## config.mk

```make
export PLATFORM = sky130hd
export DESIGN_NAME = spi_sclk_divider
export DESIGN_NICKNAME = d
export VERILOG_FILES = /design/src/rtl/spi_sclk_pkg.sv /design/src/rtl/spi_sclk_cfg_hold.sv /design/src/rtl/spi_sclk_count.sv /design/src/rtl/spi_sclk_edges.sv /design/src/rtl/spi_sclk_src_map.sv /design/src/rtl/spi_sclk_divider.sv
export SDC_FILE = /design/constraint.sdc
export NUM_CORES = 1
export LEC_CHECK = 0
export ABC_AREA = 1
export BUFFER_PORTS_ARGS = -buffer_cell sky130_fd_sc_hd__buf_2
export CORE_MARGIN = 2
export CORE_UTILIZATION = 43
export CTS_CLUSTER_SIZE = 8
export DETAILED_ROUTE_END_ITERATION = 8
export GPL_ROUTABILITY_DRIVEN = 0
export PLACE_DENSITY_LB_ADDON = 0.1
export SLEW_MARGIN = 30
export SYNTH_ARGS = -nofsm -noshare
export SYNTH_HDL_FRONTEND = slang
export SYNTH_SLANG_ARGS = --single-unit
```

## constraint.sdc

```tcl
create_clock -name clk -period 3.9 [get_ports clk]
set_clock_uncertainty 0.05 [all_clocks]
set_input_delay 0.39 -clock clk [delete_from_list [all_inputs] [get_ports clk]]
set_output_delay 0.39 -clock clk [all_outputs]
set_load 0.05 [all_outputs]
```

## src/rtl/spi_sclk_pkg.sv

```systemverilog
package spi_sclk_pkg;
  parameter int unsigned SCLK_FIELD_W = 8;
  parameter int unsigned SCLK_WORD_W  = 32;
  parameter int unsigned SCLK_BYP_BIT = 31;

  typedef struct packed {
    logic                    byp;
    logic [SCLK_FIELD_W-1:0] l;
    logic [SCLK_FIELD_W-1:0] h;
    logic [SCLK_FIELD_W-1:0] n;
  } sclk_cfg_t;

  function automatic sclk_cfg_t sclk_unpack(input logic [SCLK_WORD_W-1:0] w);
    sclk_cfg_t c;
    c.byp = w[SCLK_BYP_BIT];
    c.n   = w[SCLK_FIELD_W-1:0];
    c.h   = w[2*SCLK_FIELD_W-1:SCLK_FIELD_W];
    c.l   = w[3*SCLK_FIELD_W-1:2*SCLK_FIELD_W];
    return c;
  endfunction
endpackage

```

## src/rtl/spi_sclk_cfg_hold.sv

```systemverilog
module spi_sclk_cfg_hold
  import spi_sclk_pkg::*;
(
  input  logic                   clk,
  input  logic                   rst_n,
  input  logic                   load,
  input  logic [SCLK_WORD_W-1:0] cfg_word,
  output sclk_cfg_t              cfg_act
);
  always_ff @(posedge clk or negedge rst_n) begin
    if (!rst_n) cfg_act <= '0;
    else if (load) cfg_act <= sclk_unpack(cfg_word);
  end
endmodule

```

## src/rtl/spi_sclk_count.sv

```systemverilog
module spi_sclk_count #(
  parameter int unsigned CNT_W = 8
) (
  input  logic             clk,
  input  logic             rst_n,
  input  logic             run,
  input  logic             byp,
  input  logic [CNT_W-1:0] n_lim,
  output logic [CNT_W-1:0] cnt,
  output logic             wrap
);
  assign wrap = byp || (cnt == n_lim);

  always_ff @(posedge clk or negedge rst_n) begin
    if (!rst_n) cnt <= '0;
    else if (!run || wrap) cnt <= '0;
    else cnt <= cnt + 1'b1;
  end
endmodule

```

## src/rtl/spi_sclk_edges.sv

```systemverilog
module spi_sclk_edges #(
  parameter int unsigned CNT_W = 8
) (
  input  logic             clk,
  input  logic             rst_n,
  input  logic             run,
  input  logic             byp,
  input  logic [CNT_W-1:0] cnt,
  input  logic [CNT_W-1:0] h_pt,
  input  logic [CNT_W-1:0] l_pt,
  output logic             sclk_q,
  output logic             launch_q,
  output logic             capture_q
);
  logic nxt;

  always_comb begin
    if (cnt == l_pt)      nxt = 1'b1;
    else if (cnt == h_pt) nxt = 1'b0;
    else                  nxt = sclk_q;
  end

  always_ff @(posedge clk or negedge rst_n) begin
    if (!rst_n) begin
      sclk_q    <= 1'b0;
      launch_q  <= 1'b0;
      capture_q <= 1'b0;
    end else if (!run || byp) begin
      sclk_q    <= 1'b0;
      launch_q  <= 1'b0;
      capture_q <= 1'b0;
    end else begin
      sclk_q    <= nxt;
      launch_q  <= sclk_q & ~nxt;
      capture_q <= ~sclk_q & nxt;
    end
  end
endmodule

```

## src/rtl/spi_sclk_src_map.sv

```systemverilog
module spi_sclk_src_map #(
  parameter int unsigned SEL_W  = 2,
  parameter int unsigned MHZ_W  = 8,
  parameter int unsigned N_SRC  = 3,
  parameter int unsigned BASE   = 80,
  parameter int unsigned STEP   = 40
) (
  input  logic [SEL_W-1:0] src_sel,
  output logic [MHZ_W-1:0] src_mhz,
  output logic             src_bad
);
  logic [N_SRC-1:0]             hit;
  logic [N_SRC-1:0][MHZ_W-1:0]  val;

  for (genvar i = 0; i < N_SRC; i++) begin : g_src
    assign hit[i] = (src_sel == SEL_W'(i));
    assign val[i] = hit[i] ? MHZ_W'(BASE + STEP * i) : '0;
  end

  always_comb begin
    src_mhz = '0;
    for (int i = 0; i < N_SRC; i++) src_mhz = src_mhz | val[i];
  end

  assign src_bad = ~|hit;
endmodule

```

## src/rtl/spi_sclk_divider.sv

```systemverilog
module spi_sclk_divider
  import spi_sclk_pkg::*;
#(
  parameter int unsigned SEL_W = 2,
  parameter int unsigned MHZ_W = 8
) (
  input  logic                   clk,
  input  logic                   rst_n,
  input  logic                   run,
  input  logic [SCLK_WORD_W-1:0] cfg_word,
  input  logic [SEL_W-1:0]       src_sel,
  output logic                   sclk,
  output logic                   launch_stb,
  output logic                   capture_stb,
  output logic [MHZ_W-1:0]       src_mhz,
  output logic                   src_sel_bad
);
  localparam int unsigned CNT_W = SCLK_FIELD_W;

  sclk_cfg_t        cfg_act;
  logic [CNT_W-1:0] cnt;
  logic             wrap;
  logic             sclk_q, launch_q, capture_q;

  spi_sclk_cfg_hold u_cfg (
    .clk(clk), .rst_n(rst_n), .load(!run || wrap),
    .cfg_word(cfg_word), .cfg_act(cfg_act)
  );

  spi_sclk_count #(.CNT_W(CNT_W)) u_cnt (
    .clk(clk), .rst_n(rst_n), .run(run), .byp(cfg_act.byp),
    .n_lim(cfg_act.n), .cnt(cnt), .wrap(wrap)
  );

  spi_sclk_edges #(.CNT_W(CNT_W)) u_edge (
    .clk(clk), .rst_n(rst_n), .run(run), .byp(cfg_act.byp),
    .cnt(cnt), .h_pt(cfg_act.h), .l_pt(cfg_act.l),
    .sclk_q(sclk_q), .launch_q(launch_q), .capture_q(capture_q)
  );

  spi_sclk_src_map #(.SEL_W(SEL_W), .MHZ_W(MHZ_W)) u_src (
    .src_sel(src_sel), .src_mhz(src_mhz), .src_bad(src_sel_bad)
  );

  // Bypass hands the source clock through, gated by run
  assign sclk        = cfg_act.byp ? (clk & run) : sclk_q;
  assign launch_stb  = cfg_act.byp ? run : launch_q;
  assign capture_stb = cfg_act.byp ? run : capture_q;
endmodule

```

==> results.tsv, run 1 <==
stage	metric	value	unit
logic_synthesis	Seq cells post-synth	36	
worst_setup_path	worst setup path class	clk -> out	
worst_setup_path	CP endpoint kind	output port	
die	Die H	73.0	um
clock_tree	hold buffers post-CTS	0	
min_path	HP Class	in -> async	
clock_tree	post-CTS resize count	0	
worst_setup_path	Critical Path Sink	sclk	
logic_synthesis	syn_area_per_cell	8.16	um2
routing	drt first-iter violations	95	
worst_setup_path	CP startpoint	clk	
worst_setup_path	flop-to-flop setup slack	2.21	ns
routing	wire length per cell	10.8	um
clock_tree	clk_lat worst skew	0.40	ns
placed_design	Placement Cell Area	0.00221	mm2
finish	ratio of cells with drive above 1 in the final layout	30.5	%
clock_tree	postcts setup bufs	0	
die	Rows	25	
worst_setup_path	reg-to-reg critical path endpoint	u_cfg.cfg_act[13]$_DFFE_PN0N_	
power_and_ir_drop	Cell Pwr Density	472	mW/mm2
global_route	antenna violations before repair	0	
finish	synth-to-layout area growth	17.5	%
logic_synthesis	Syn Inst Count	251	
die	number of I/O pins	49	
global_route	total track usage	16.5	%
sta	setup TNS	0	ns
die	die span in x	73.0	um
sta	measured slew at the worst slew-check pin	0.784	ns
global_route	vias in the first global route	1547	
sta	final hold vios	0	
global_route	GRT overflow	0	
routing	Via Count	1582	
worst_setup_path	Startpoint Class	clock port	
worst_setup_path	Worst EP arrival	2.54	ns
routing	drt drc	0	
logic_synthesis	yosys warns	0	
routing	ANT nets after route	0	
routing	Pre-antenna DRT Iters	4	
global_route	first-pass GRT wire length	6490	um
logic_synthesis	Synth cell types	26	
power_and_ir_drop	Overall Power	1140	uW
finish	Nets	333	
finish	fin area	0.00241	mm2
clock_tree	Worst-path clk slew	0.08	ns
power_and_ir_drop	worst vdd ir	0.305	mV
routing	Via density	4.57	
worst_setup_path	Crit Path Max Fanout	2	
sta	Slew HR	47.7	%
die	Starting Density	43.9	%
flow_run	number of max-cap violations	0	
worst_setup_path	number of cells on the worst reg-to-reg path	8	
logic_synthesis	cell area after synthesis	0.00205	mm2
global_route	largest net degree at the start of global routing	53	
placed_design	port buffer count	38	
worst_setup_path	Critical R2R Launch	u_cnt.cnt[1]$_DFF_PN0_	
placed_design	hpwl dp	2640	um
worst_setup_path	Required @ worst endpoint	3.46	ns
sta	RSZ-0062 raised after global routing	no	
finish	ANT cells	0	
sta	max-slew violations	0	
power_and_ir_drop	leakage	0.00128	uW
die	area of the die	0.00533	mm2
run_status	status	finished, final reports clean	
die	core box area	0.00466	mm2
routing	Detailed Route WL	3750	um
clock_tree	CTS tree	yes	
sta	final setup vio count	0	
logic_synthesis	Seq/Total Area, Yosys	44.0	%
worst max-delay path, cell delays in order:
cell and delay, ns:
clkbuf_8 0.11, clkbuf_8 0.12, nand3_1 0.06, o21ai_0 0.08
buf_2 0.23
how the worst min path moves through the flow:
stage	end	slack, ns
floorplan	u_cfg.cfg_act[0]$_DFFE_PN0N_	0.04
global placement	u_edge.capture_q$_DFF_PN0_	0.42
detailed placement	u_edge.capture_q$_DFF_PN0_	0.42
CTS	u_cnt.cnt[7]$_DFF_PN0_	0.05
global route	u_cnt.cnt[4]$_DFF_PN0_	0.07
finish	u_cnt.cnt[4]$_DFF_PN0_	0.02
Yosys cell counts:
library cell | n | share of area [%]
buf_6 | 2 | 1.1
dfrtp_1 | 36 | 44
nand2_4 | 1 | 0.55
conb_1 | 1 | 0.18
xnor2_1 | 3 | 1.3
a21boi_0 | 1 | 0.37
nand4_1 | 8 | 2.4
xor2_1 | 2 | 0.86
o21ai_0 | 5 | 1.2
or2_2 | 1 | 0.31
buf_8 | 2 | 1.5
nand2_1 | 79 | 14
o21ai_2 | 20 | 8.6
ha_1 | 5 | 3.1
nand2_8 | 1 | 0.98
inv_2 | 5 | 0.92
nand3_1 | 7 | 1.7
buf_4 | 4 | 1.5
buf_12 | 1 | 0.98
nor2_2 | 3 | 0.92
nor2_1 | 14 | 2.6
nor3_1 | 4 | 0.98
buf_2 | 1 | 0.24
a21oi_1 | 1 | 0.24
inv_1 | 35 | 6.4
nand2_2 | 9 | 2.7
report_power, final:
group          internal (uW)  switching, uW
Sequential               402           18.9
Combinational           56.0            109
Clock                    388            162
Total                    846            290
flip-flops by register name, summed over array words and instances (netlist names):
name / flops
u_cfg.cfg_act: 25
u_cnt.cnt: 8
u_edge.capture_q: 1
u_edge.launch_q: 1
u_edge.sclk_q: 1
cells in the final DEF, fill, tap and decap left out, drive strengths merged:
master,n
ha,5
a21boi,1
clkbuf,8
buf,38
bufinv,3
nor2,17
conb,3
o21ai,25
xnor2,3
nand4,8
inv,40
nor3,4
dfrtp,36
nand3,7
a21oi,1
nand2,90
xor2,2
or2,1
metrics by stage:
stage               util (%)  cells  setup slack, ns  hold WS (ns)
finish                  51.6    346            0.918        0.0217
global route            51.6    346            0.901        0.0704
CTS                     51.6    346            0.914        0.0494
detailed placement      47.3    335             1.19         0.423
global placement        47.3    335             1.19         0.419
floorplan                  -    253            0.951        0.0444
logic make-up (layout without fill, tap and decap cells):
logic type,count (synthesis),count (layout),synth area share (%)
AOI/OAI and AO/OA,27,27,10.4
xor gates and xnor gates,5,5,2.14
adders and majority gates,5,5,3.05
buffers and inverters,50,89,12.6
DFF,36,36,44.0
other,1,3,0.183
and+or+nand+nor,127,127,27.7
layer usage:
metal / vias to the layer above / global-route usage (%) / part of all wire (%)
li1: 840 / - / -
met1: 705 / 19.0 / 45
met2: 29 / 26.6 / 49
met3: 8 / 6.63 / 4.0
met4: 0 / 8.23 / 2.0
met5: - / 0 / 0
cell type report:
cell class              instances  area (um2)
multi-input cells             167         897
flip-flops and latches         36         901
well taps                      54        67.6
clock inverters                 3        90.1
fillers                       475        2250
clock buffers                   9         115
inverters                      40         150
repair buffers                 37         185
(Power assumes the default switching activity.)
==> inputs of run 2 (changes only) <==
- clock period: 3.9 -> 3.08 ns (I/O delays scaled with it)
==> results.tsv, run 2 (synthesis gave the netlist of run 1 again) <==
stage	metric	value	unit
routing	Via Count	1571	
finish	commonest non-fill, non-tap cells in the layout	nand2_1 (79), buf_2 (38), dfrtp_1 (36), inv_1 (35), o21ai_2 (20)	
sta	final setup vio count	0	
clock_tree	CTS tree	yes	
finish	Reg with most FFs	u_cfg.cfg_act	
die	area of the die	0.00533	mm2
placed_design	placed insts	335	
finish	Largest register FFs	25	
power_and_ir_drop	Cell Pwr Density	535	mW/mm2
finish	commonest non-fill, non-tap cell in the layout	nand2_1	
finish	ratio of cells with drive above 1 in the final layout	30.4	%
worst_setup_path	Required @ worst endpoint	2.72	ns
clock_tree	post-CTS resize count	0	
finish	biggest regs	u_cfg.cfg_act x25, u_cnt.cnt x8	
worst_setup_path	Worst EP arrival	2.11	ns
routing	drt first-iter violations	87	
global_route	antenna violations before repair	0	
worst_setup_path	CP startpoint	clk	
die	core box area	0.00466	mm2
placed_design	port buffer count	38	
worst_setup_path	Startpoint Class	clock port	
flow_run	number of max-cap violations	0	
worst_setup_path	Critical R2R Launch	u_cnt.cnt[0]$_DFF_PN0_	
min_path	HP Class	in -> reg	
die	die span in x	73.0	um
routing	ANT nets after route	0	
die	number of I/O pins	49	
worst_setup_path	Crit Path Max Fanout	2	
clock_tree	clk_lat worst skew	0.40	ns
worst_setup_path	worst setup path class	clk -> out	
sta	measured slew at the worst slew-check pin	0.774	ns
power_and_ir_drop	leakage	0.00126	uW
routing	wire length per cell	10.4	um
clock_tree	Worst-path clk slew	0.08	ns
min_path	worst hold start	cfg_word[23]	
die	Rows	25	
routing	drt drc	0	
finish	synth-to-layout area growth	15.6	%
placed_design	Placement Cell Area	0.00221	mm2
global_route	vias in the first global route	1482	
sta	max-slew violations	0	
global_route	total track usage	16.1	%
die	Starting Density	43.9	%
run_status	status	finished, final reports clean	
finish	Final Non-Filler Cells	347	
routing	Pre-antenna DRT Iters	6	
placed_design	hpwl dp	2620	um
finish	fin area	0.00237	mm2
global_route	GRT overflow	0	
power_and_ir_drop	worst vdd ir	0.266	mV
global_route	first-pass GRT wire length	6370	um
finish	ANT cells	0	
sta	RSZ-0062 raised after global routing	no	
routing	Detailed Route WL	3610	um
sta	Slew HR	48.4	%
routing	Via density	4.53	
finish	Nets	334	
global_route	largest net degree at the start of global routing	53	
worst_setup_path	CP endpoint kind	output port	
worst_setup_path	flop-to-flop setup slack	1.39	ns
sta	setup TNS	0	ns
die	Die H	73.0	um
sta	final hold vios	0	
-- run 2: cell count changes in the layout (fill, tap and decap cells not counted), sizes merged --
cell         previous run  this run
clkinvlp                0         1
bufinv                  3         1
clkinv                  0         1
dlygate4sd3             0         1
-- run 2: final timing paths --
| path | to | cells after the start |
|---|---|---|
| worst max register to register | u_cfg.cfg_act[22]$_DFFE_PN0N_ | 8 |
| worst min-delay path | u_cfg.cfg_act[23]$_DFFE_PN0N_ | 3 |
| worst max-delay path | sclk | 5 |
| max in group asynchronous | u_cfg.cfg_act[14]$_DFFE_PN0N_ | 2 |
| worst min register to register | u_edge.capture_q$_DFF_PN0_ | 1 |
| min in group asynchronous | u_cnt.cnt[4]$_DFF_PN0_ | 2 |
-- run 2: area by class of cell --
| class | count | area, um2 |
|---|---|---|
| Fill cell | 478 | 2290 |
| Sequential cell | 36 | 901 |
| Multi-Input combinational cell | 167 | 897 |
| Timing Repair Buffer | 38 | 195 |
| Inverter | 40 | 150 |
| Clock buffer | 9 | 115 |
| Tap cell | 54 | 67.6 |
| Clock inverter | 3 | 42.5 |
-- run 2: timing repair --
| action | in CTS | in global routing |
|---|---|---|
| hold buffers | 1 | 0 |
| buffers inserted | 0 | 0 |
| setup endpoints to repair | 0 | 0 |
| endpoints found under the hold margin | 36 | 0 |
-- run 2: critical path, cell delays in order --
cell	delay, ns
clkbuf_8	0.11
clkbuf_8	0.12
nand3_1	0.06
o21ai_0	0.07
buf_2	0.21
-- run 2: stage by stage --
stage	utilization [%]	hold WS, ns	setup WS (ns)	power (uW)
floorplan	-	-0.0376	0.623	727
global placement	47.3	0.399	0.860	767
detailed placement	47.3	0.394	0.861	770
CTS	50.8	0.0522	0.609	1290
global route	50.8	0.0560	0.595	1340
finish	50.8	0.0548	0.615	1270
-- run 2: power breakdown --
group / leakage [uW] / total, uW / switching (uW) / internal [uW]
clock network: 0.0000837 / 525 / 200 / 325
logic: 0.000725 / 210 / 138 / 71.7
registers: 0.000453 / 532 / 23.1 / 509
-- run 2: per-layer routing --
metal  GRT usage, %  part of all wire [%]  vias to the layer above  routed length (um)
met5              0                     0                        -                   0
met2           25.4                    51                       26                1830
li1               -                     -                      848                   -
met1           20.5                    44                      688                1600
met3           4.97                   3.8                        9                 138
met4           6.17                   1.1                        0                  38
